<file path="src/rtl/ea_pkg.sv">
package ea_pkg;
  localparam int unsigned WORD_W = 16;
  localparam int unsigned OP_W   = 4;
  localparam int unsigned OFFL_W = 9;
  localparam int unsigned OFFS_W = 6;

  typedef enum logic [2:0] {
    MD_NONE, MD_PCREL, MD_BASE, MD_IND, MD_ADDR_ONLY, MD_JUMP
  } ea_mode_e;

  typedef enum logic {
    ST_IDLE, ST_PTR
  } ea_state_e;
endpackage

</file>
<file path="src/rtl/ea_decode.sv">
module ea_decode
  import ea_pkg::*;
(
  input  logic [OP_W-1:0] opcode,
  output ea_mode_e        mode,
  output logic            is_store
);
  always_comb begin
    is_store = 1'b0;
    unique case (opcode)
      4'b0010, 4'b0011: begin mode = MD_PCREL; is_store = opcode[0]; end
      4'b0110, 4'b0111: begin mode = MD_BASE;  is_store = opcode[0]; end
      4'b1010, 4'b1011: begin mode = MD_IND;   is_store = opcode[0]; end
      4'b1110:          mode = MD_ADDR_ONLY;
      4'b1100:          mode = MD_JUMP;
      default:          mode = MD_NONE;
    endcase
  end
endmodule

</file>
<file path="src/rtl/ea_adder.sv">
module ea_adder
  import ea_pkg::*;
#(
  parameter int unsigned W      = WORD_W,
  parameter int unsigned LONG_W = OFFL_W,
  parameter int unsigned SHRT_W = OFFS_W
) (
  input  ea_mode_e          mode,
  input  logic [W-1:0]      pc_inc,
  input  logic [W-1:0]      base_val,
  input  logic [LONG_W-1:0] off_long,
  output logic [W-1:0]      ea
);
  localparam int unsigned LPAD = W - LONG_W;
  localparam int unsigned SPAD = W - SHRT_W;

  logic [W-1:0] long_ext, shrt_ext, opnd_a, opnd_b;

  assign long_ext = {{LPAD{off_long[LONG_W-1]}}, off_long};
  assign shrt_ext = {{SPAD{off_long[SHRT_W-1]}}, off_long[SHRT_W-1:0]};

  always_comb begin
    unique case (mode)
      MD_BASE: begin opnd_a = base_val; opnd_b = shrt_ext; end
      MD_JUMP: begin opnd_a = base_val; opnd_b = '0;       end
      default: begin opnd_a = pc_inc;   opnd_b = long_ext; end
    endcase
  end

  // sum truncated to W bits: wraps modulo 2^W
  assign ea = opnd_a + opnd_b;
endmodule

</file>
<file path="src/rtl/ea_ctrl.sv">
module ea_ctrl
  import ea_pkg::*;
#(
  parameter int unsigned W = WORD_W
) (
  input  logic         clk,
  input  logic         rst_n,
  input  logic         start,
  input  ea_mode_e     mode,
  input  logic         is_store,
  input  logic [W-1:0] ea,
  input  logic         ptr_valid,
  input  logic [W-1:0] ptr_data,
  output logic [W-1:0] addr,
  output logic         ptr_rd,
  output logic         mem_go,
  output logic         mem_store,
  output logic         reg_wr_en,
  output logic [W-1:0] reg_wr_data,
  output logic         jmp_go,
  output logic         done,
  output logic         busy
);
  ea_state_e    state_q, state_d;
  logic [W-1:0] addr_q, addr_d, wdat_q, wdat_d;
  logic         go_q, go_d, st_q, st_d, wr_q, wr_d, jmp_q, jmp_d, done_q, done_d;
  logic         pend_q, pend_d;
  logic         addr_en, wdat_en;

  always_comb begin
    state_d = state_q;
    addr_d  = addr_q;
    wdat_d  = wdat_q;
    pend_d  = pend_q;
    go_d    = 1'b0;
    st_d    = 1'b0;
    wr_d    = 1'b0;
    jmp_d   = 1'b0;
    done_d  = 1'b0;
    unique case (state_q)
      ST_IDLE: if (start) begin
        done_d = 1'b1;
        unique case (mode)
          MD_PCREL, MD_BASE: begin addr_d = ea; go_d = 1'b1; st_d = is_store; end
          MD_IND: begin
            addr_d  = ea;
            pend_d  = is_store;
            done_d  = 1'b0;
            state_d = ST_PTR;
          end
          MD_ADDR_ONLY: begin wdat_d = ea; wr_d = 1'b1; end
          MD_JUMP:      begin addr_d = ea; jmp_d = 1'b1; end
          default: ;
        endcase
      end
      ST_PTR: if (ptr_valid) begin
        addr_d  = ptr_data;
        go_d    = 1'b1;
        st_d    = pend_q;
        done_d  = 1'b1;
        state_d = ST_IDLE;
      end
      default: state_d = ST_IDLE;
    endcase
  end

  assign addr_en = (addr_d != addr_q);
  assign wdat_en = wr_d;

  always_ff @(posedge clk or negedge rst_n) begin
    if (!rst_n) begin
      state_q <= ST_IDLE;
      addr_q  <= '0;
      wdat_q  <= '0;
      pend_q  <= 1'b0;
      go_q    <= 1'b0;
      st_q    <= 1'b0;
      wr_q    <= 1'b0;
      jmp_q   <= 1'b0;
      done_q  <= 1'b0;
    end else begin
      state_q <= state_d;
      if (addr_en) addr_q <= addr_d;
      if (wdat_en) wdat_q <= wdat_d;
      pend_q  <= pend_d;
      go_q    <= go_d;
      st_q    <= st_d;
      wr_q    <= wr_d;
      jmp_q   <= jmp_d;
      done_q  <= done_d;
    end
  end

  assign addr        = addr_q;
  assign ptr_rd      = (state_q == ST_PTR);
  assign busy        = (state_q == ST_PTR);
  assign mem_go      = go_q;
  assign mem_store   = st_q;
  assign reg_wr_en   = wr_q;
  assign reg_wr_data = wdat_q;
  assign jmp_go      = jmp_q;
  assign done        = done_q;


  ptr_hold_chk: assert property (@(posedge clk) disable iff (!rst_n)
    ptr_rd && !ptr_valid |=> ptr_rd && !done && $stable(addr));

  ptr_use_chk: assert property (@(posedge clk) disable iff (!rst_n)
    ptr_rd && ptr_valid |=> mem_go && done && !busy && addr == $past(ptr_data));

  busy_drop_chk: assert property (@(posedge clk) disable iff (!rst_n)
    busy && start && !ptr_valid |=> busy && !done && !reg_wr_en && !jmp_go);
endmodule

</file>
<file path="src/rtl/ea_gen.sv">
module ea_gen
  import ea_pkg::*;
(
  input  logic              clk,
  input  logic              rst_n,
  input  logic              start,
  input  logic [WORD_W-1:0] instr,
  input  logic [WORD_W-1:0] pc_inc,
  input  logic [WORD_W-1:0] base_val,
  input  logic              ptr_valid,
  input  logic [WORD_W-1:0] ptr_data,
  output logic [WORD_W-1:0] addr,
  output logic              ptr_rd,
  output logic              mem_go,
  output logic              mem_store,
  output logic              reg_wr_en,
  output logic [WORD_W-1:0] reg_wr_data,
  output logic              jmp_go,
  output logic              done,
  output logic              busy
);
  ea_mode_e          mode;
  logic              is_store;
  logic [WORD_W-1:0] ea;

  ea_decode u_dec (
    .opcode   (instr[WORD_W-1 -: OP_W]),
    .mode     (mode),
    .is_store (is_store)
  );

  ea_adder #(.W(WORD_W), .LONG_W(OFFL_W), .SHRT_W(OFFS_W)) u_add (
    .mode     (mode),
    .pc_inc   (pc_inc),
    .base_val (base_val),
    .off_long (instr[OFFL_W-1:0]),
    .ea       (ea)
  );

  ea_ctrl #(.W(WORD_W)) u_ctl (
    .clk         (clk),
    .rst_n       (rst_n),
    .start       (start),
    .mode        (mode),
    .is_store    (is_store),
    .ea          (ea),
    .ptr_valid   (ptr_valid),
    .ptr_data    (ptr_data),
    .addr        (addr),
    .ptr_rd      (ptr_rd),
    .mem_go      (mem_go),
    .mem_store   (mem_store),
    .reg_wr_en   (reg_wr_en),
    .reg_wr_data (reg_wr_data),
    .jmp_go      (jmp_go),
    .done        (done),
    .busy        (busy)
  );


  one_action_chk: assert property (@(posedge clk) disable iff (!rst_n)
    $onehot0({mem_go, ptr_rd, reg_wr_en, jmp_go}));

  addr_only_quiet_chk: assert property (@(posedge clk) disable iff (!rst_n)
    reg_wr_en |-> done && !mem_go && !ptr_rd);

  go_done_chk: assert property (@(posedge clk) disable iff (!rst_n)
    (mem_go || jmp_go || reg_wr_en) |-> done);
endmodule

</file>
<file path="config.mk">
export PLATFORM = sky130hd
export DESIGN_NAME = ea_gen
export DESIGN_NICKNAME = d
export VERILOG_FILES = /design/src/rtl/ea_pkg.sv /design/src/rtl/ea_decode.sv /design/src/rtl/ea_adder.sv /design/src/rtl/ea_ctrl.sv /design/src/rtl/ea_gen.sv
export SDC_FILE = /design/constraint.sdc
export NUM_CORES = 1
export LEC_CHECK = 0
export BUFFER_PORTS_ARGS = -buffer_cell sky130_fd_sc_hd__buf_2
export CAP_MARGIN = 20
export CELL_PAD_IN_SITES_DETAIL_PLACEMENT = 1
export CELL_PAD_IN_SITES_GLOBAL_PLACEMENT = 2
export CORE_AREA = 4 4 107 109
export CTS_CLUSTER_SIZE = 10
export DETAILED_ROUTE_END_ITERATION = 16
export DIE_AREA = 0 0 111 113
export GPL_ROUTABILITY_DRIVEN = 0
export HOLD_SLACK_MARGIN = 0.08
export PLACE_DENSITY = 0.84
export SETUP_SLACK_MARGIN = 0.02
export SKIP_LAST_GASP = 1
export SYNTH_ARGS = -nofsm -noshare
export SYNTH_HDL_FRONTEND = slang
export SYNTH_HIERARCHICAL = 1
export SYNTH_SLANG_ARGS = --single-unit
</file>
<file path="constraint.sdc">
create_clock -name clk -period 2.75 [get_ports clk]
set_clock_uncertainty 0.2 [all_clocks]
set_input_delay 0.275 -clock clk [delete_from_list [all_inputs] [get_ports clk]]
set_output_delay 0.275 -clock clk [all_outputs]
set_load 0.1 [all_outputs]
</file>
# Word level (Yosys, flattened, before mapping)
# Cells that the tools add are included.
[totals] in_bits=68 ff_bits=39 out_inout_bits=39 latch_bits=0 mem_count=0 rom_bits=0 ramBits=0 wordCells=63
[classes] multipliers=0 div=0 addsub=1 shifts=0 eq_ne=14 reduce_logical=9 n_lt_le_gt_ge=0 muxes=29 n_bitwise=1
[op_table] cell="16-bit 2-to-1 mux" n=4
[op_table] cell="16-bit one-hot mux with 2 select lines" n=2
[op_table] cell="1-bit 2-to-1 mux" n=18
[op_table] cell="16-bit adder" n=1
[op_table] cell="4-bit == test (second input constant)" n=4
[op_table] cell="16-bit != test" n=1
[op_table] cell="3-bit one-hot mux with 5 select lines" n=1
[op_table] cell="2-bit OR reduction" n=5
[op_table] cell="4-bit by 2-bit == test with 1-bit output (second input constant)" n=2
[op_table] cell="4-bit by 3-bit == test with 1-bit output (second input constant)" n=2
[op_table] cell="1-bit one-hot mux with 2 select lines" n=4
[op_table] cell="3-bit by 2-bit == test with 1-bit output (second input constant)" n=2
[op_table] cell="3-bit == test (second input constant)" n=2
[op_table] cell="6-bit OR reduction" n=1
[op_table] cell="4-bit AND reduction" n=1
[op_table] cell="4-bit OR reduction" n=1
[op_table] cell="3-bit by 1-bit == test with 1-bit output (second input constant)" n=1
[op_table] cell="3-bit AND reduction" n=1
[op_table] cell="1-bit NOT" n=1

# Depth between registers and ports, before layout
[logic_depth] depth_word=11 ltp_mapped=16 mapped_depth_nobuf=15

# Hierarchy
# The synthesis kept the hierarchy.
[by_module_without_submodules] module="ea_ctrl" n_inst=1 seq_area_each_um2=975.9 area_per_inst_um2=1944.4 cells_per_inst=153
[by_module_without_submodules] module="ea_adder" n_inst=1 seq_area_each_um2=0.0 area_per_inst_um2=1109.8 cells_per_inst=145
[by_module_without_submodules] module="ea_decode" n_inst=1 seq_area_each_um2=0.0 area_per_inst_um2=50.0 cells_per_inst=7

# Least setup slack after synthesis
# No wires, ideal clock.
[synth_path] path_type="input to register" startpoint="input port instr[14]" endpoint="register u_ctl.addr_q[12] (netlist: u_ctl/addr[12])" n_path_buf=1 setup_time_ns=0.104 path_slack_ns=-0.732 path_stages=16 required_time_ns=2.446 t_arrival_ns=3.178 cell_sequence="nand2_1 o31ai_2 nand3b_1 a21boi_1 buf_4 mux2_2 ha_1 inv_1 fa_1 nor2b_1 o2111ai_1 a21o_1 a211o_1 o311ai_1 o211ai_1 o311ai_1"
[synth_between] elab_chain_cells=11 elab_cells_between_ends=25 cone_classes="1 x add/sub; 13 x eq/ne; 6 x mux; 5 x reduce/logical"
[synth_rtl] element="from (decl)" line_no="ea_gen.sv:7" rtl="input logic [WORD_W-1:0] instr,"
[synth_rtl] element="4-bit == test (tied with other cells)" line_no="ea_decode.sv:10" rtl="unique case (opcode)"
[synth_rtl] element="2-bit OR reduction" line_no="ea_decode.sv:10"
[synth_rtl] element="3-bit one-hot mux with 5 select lines (*)" line_no="ea_decode.sv:10"
[synth_rtl] element="via mode[0]" line_no="ea_gen.sv:22" rtl="ea_mode_e mode;"
[synth_rtl] element="3-bit by 2-bit == test with 1-bit output or 3-bit == test (tied branches)" line_no="ea_adder.sv:23" rtl="unique case (mode)"
[synth_rtl] element="2-bit OR reduction (no source line)"
[synth_rtl] element="16-bit 2-to-1 mux" line_no="ea_adder.sv:23"
[synth_rtl] element="16-bit adder (*)" line_no="ea_adder.sv:31" rtl="assign ea = opnd_a + opnd_b;"
[synth_rtl] element="via ea[12]" line_no="ea_gen.sv:24" rtl="logic [WORD_W-1:0] ea;"
[synth_rtl] element="16-bit 2-to-1 mux (*)" line_no="ea_ctrl.sv:43" rtl="unique case (mode)"
[synth_rtl] element="16-bit 2-to-1 mux (*)" line_no="ea_ctrl.sv:41" rtl="ST_IDLE: if (start) begin"
[synth_rtl] element="16-bit one-hot mux with 2 select lines (*)" line_no="ea_ctrl.sv:40" rtl="unique case (state_q)"
[synth_rtl] element="16-bit != test" line_no="ea_ctrl.sv:67" rtl="assign addr_en = (addr_d != addr_q);"
[synth_rtl] element="to (signal assigned)" line_no="ea_ctrl.sv:83" rtl="if (addr_en) addr_q <= addr_d;"
[synth_rtl] element="to (decl)" line_no="ea_ctrl.sv:25" rtl="logic [W-1:0] addr_q, addr_d, wdat_q, wdat_d;"
# The timed path passes the listed nets; every way through them passes the cells marked *.
# A chain may end at the register's enable or synchronous reset.

# Worst setup path in the final report
# Ends and elaborated chain as after synthesis.

==> impl_metrics.yaml <==
floorplanning:
  floorplan.die.width_um: 111
  placementRows: 38
  initial_utilization_pct: 29.3
  floorplan.core_area_mm2: 0.0106
  design.die.area_mm2: 0.0125
  fp.dieH_um: 113
  ioPinCount: 107
worst_setup_path:
  timing.reg2reg.setup_slack_ps: 750
  timing.reg2reg.worst_path_depth: 5
  critPathMaxFanout: 8
  worst-endpoint-required_ps: 2750
  crit_path_category: "input port to register"
  endpoint_of_the_lowest_slack_register_to_register_path: "u_ctl/reg_wr_data[1]"
  timing.critical_path.to_type: "register"
  cp-start-kind: "input port"
  critical_path_arrival_ps: 3130
  timing.rr.start: "u_ctl/busy"
pwr:
  p_leak_uw: 0.00233
  power.switching_uw: 2680
  p_clk_share_pct: 9.9
  internal-power_uw: 1980
  peakVddDrop_mv: 0.598
  netSwitchingFraction_pct: 57.6
  power_frac_seq_pct: 20.5
  comb_power_share_pct: 69.6
  cellPowerDensity_mw_per_mm2: 921
  design_power_total_uw: 4660
logic_synthesis:
  postSynthCellCount: 305
  ys_seq_elements: 39
  synth.area.top_cells: "dfrtp_1 31%, ha_1 6.0%, mux2_2 5.4%"
  yosys.area.top_type_share_pct: 31.4
  synth_ff_type: "dfrtp_1"
  yosys.area.top_type: "dfrtp_1"
  synth-edff-count: 0
  synth.net_count: 389
  synth.lib_cells_used.distinct: 52
  yosysWarnings: 6
  syn-cell-area_mm2: 0.00310
  synth_sequential_area_ratio_pct: 31.4
  postSynth.asyncResetShare_pct: 100
  postSynthAreaPerCell_um2: 10.2
drt:
  drcViolationCount: 0
  vias: 3098
  drt_iter0_markers: 92
  routed_wirelength_um: 11300
  route.detailed.wl_per_inst_um: 18.3
  antenna_left: 0
  post_drt_via_cell_ratio: 5.05
  first_pass_iters: 4
placement:
  number_of_port_buffers: 103
  placed_cells_incl_taps: 571
  post-dp-hpwl_um: 8130
  place_ws_ps: -847
finish:
  utilization_pct: 47.7
  post_route_cells_drive_above_1_share_pct: 59.7
  fillers: 1181
  nNetsFinal: 558
  multi_input_comb_area_mm2: 0.00248
  fin_cells: 614
  syn_to_final_growth_pct: 63.0
  diodes: 0
  area.sequential_um2: 976
status:
  outcome: "complete, but fails checks"
  failed_checks: "negative setup slack"
sta:
  timing.max_slew.rel_slack_pct: 39.2
  timing_worst_slew_pin_value_ps: 912
  post-route-worst-setup-slack_ps: -386
  report.final.hold_viol_count: 0
  rsz0062_at_grt: "yes"
  final_number_of_max_transition_violations: 0
  fmax_mhz: 319
  report.final.setup_viol: 25
  period_minus_slack_ps: 3140
  final.period_utilization_pct: 114
global_routing:
  largest_net_degree_at_the_start_of_global_routing: 40
  grt_util_all_layers_pct: 17.2
  grt_pass1_vias: 3393
  grt_pass1_wl_um: 17800
  overflow: 0
  antenna_found_initial: 0
cts:
  clock_tree_from_tritoncts: "built"
  tritoncts_num_sinks: 39
  cts_htree_levels: 2
  path_clk_slew_ps: 80
  clk_latency_ps: 290
  cts_inserted_buffers: 5
  cts_root_buf: "clkbuf_8"
  clock_tree_buffer_depth: 2
hold_path:
  min_path_cells: 3
  hold-path-endpoint: "u_ctl/addr[9]"
  hp-class: "input port to register"
  hold_path.startpoint: "ptr_data[9]"
run:
  max-cap-violations: 0
how the worst max path moves through the flow:
stage	startpoint	to	cells past startpoint
floorplan	instr[14]	u_ctl/addr[12]	16
global route	instr[14]	u_ctl/addr[14]	16
detailed placement	instr[14]	u_ctl/addr[14]	16
global placement	instr[14]	u_ctl/addr[14]	16
finish	instr[14]	u_ctl/addr[12]	15
CTS	instr[14]	u_ctl/addr[14]	16
power by group through the flow:
stage	registers (µW)	clock network, µW	logic, µW
global route	982	493	3370
finish	956	462	3240
detailed placement	958	0	2960
global placement	959	0	2920
CTS	954	471	3150
floorplan	2450	0	827
layer usage:
metal  part of all wire [%]  GRT usage (%)
met5                      0              0
met4                    1.5           3.20
met3                    3.7           3.37
met2                     53           31.9
met1                     42           20.9
Yosys cell counts, types with 5 or more instances:
library cell and count:
a21o_1 11, a21oi_1 9, a22oi_1 17, and2_1 7, buf_2 8, buf_6 6
dfrtp_1 39, ha_1 15, inv_1 24, mux2_1 8, mux2_2 15, mux2_4 9
nand2_1 13, nor2_1 12, o211ai_1 17, o21a_1 5, o21ai_0 6, o311ai_1 7
o311ai_2 10, xnor2_1 13
repair_timing:
action / 4_1_cts / 5_1_grt
setup endpoints to repair: 26 / 27
gates cloned: 1 / 0
pin swaps: 50 / 21
resized for setup: 56 / 21
endpoints found under the hold margin: 55 / 0
buffers inserted: 13 / 9
hold buffers: 17 / 0
critical path, cell delays in order:
cell and delay [ps]:
buf_12 110, xor2_2 140, and2_4 150, nand3b_1 140, a21boi_4 310, buf_12 180
mux2_2 360, ha_4 320, and2_4 160, nand4_1 110, a21o_1 190, a211o_1 300
o311ai_4 110, o211ai_1 160, o311ai_1 90
through the flow:
stage	setup TNS, ps	hold WS (ps)	cell area [µm²]
after floorplan	-7030	-221	3390
after global placement	-15360	226	4260
after detailed placement	-16830	259	4260
after CTS	-6760	126	4910
after global routing	-10590	107	5060
final	-7200	116	5060
placed cells by master, fill, tap and decap left out, types with 3 or more instances in the layout:
| master | netlist | final |
|---|---|---|
| buf_2 | 8 | 100 |
| buf_4 | 3 | 53 |
| dfrtp_1 | 39 | 39 |
| mux2_4 | 9 | 23 |
| inv_1 | 24 | 23 |
| dlygate4sd3_1 | 0 | 17 |
| o211ai_1 | 17 | 17 |
| a22oi_1 | 17 | 16 |
| ha_4 | 0 | 15 |
| buf_6 | 6 | 11 |
| a21o_1 | 11 | 10 |
| o311ai_2 | 10 | 10 |
| xnor2_2 | 0 | 8 |
| nand2_1 | 13 | 7 |
| and2_1 | 7 | 6 |
| o311ai_1 | 7 | 6 |
| clkbuf_8 | 0 | 5 |
| mux2_2 | 15 | 5 |
| nand2_2 | 0 | 5 |
| nor2_1 | 12 | 5 |
| xnor2_1 | 13 | 5 |
| o21a_1 | 5 | 5 |
| nor2_4 | 0 | 4 |
| a21oi_4 | 0 | 4 |
| a21oi_1 | 9 | 4 |
| mux2_1 | 8 | 4 |
| nor2_2 | 0 | 3 |
| a21oi_2 | 2 | 3 |
| o21ai_0 | 6 | 3 |
| nand3_1 | 3 | 3 |
| nor2b_1 | 4 | 3 |
cells by family after synthesis:
kind of cell,synth area share (%)
adders and majority gates,6.69
AOI/OAI and AO/OA,28.3
muxes,12.7
buffers and inverters,7.58
DFF,31.4
xor gates and xnor gates,4.23
and+or+nand+nor,9.11
final cells by class:
class,instances,share of cell area [%]
inverter,24,1.78
tap,140,3.46
timing repair buffer,183,24.4
clock buffer,6,1.43
clock inverter,1,0.593
sequential,39,19.3
multi-input combinational,221,49.1
flip-flops by register name, summed over array words and instances, names as in the netlist:
| name | count |
|---|---|
| u_ctl/reg_wr_en | 1 |
| u_ctl/mem_go | 1 |
| u_ctl/jmp_go | 1 |
| u_ctl/busy | 1 |
| u_ctl/mem_store | 1 |
| u_ctl/addr | 16 |
| u_ctl/reg_wr_data | 16 |
| u_ctl/done | 1 |
| u_ctl/pend_q | 1 |
No activity file was read; power rests on OpenSTA's default activity.
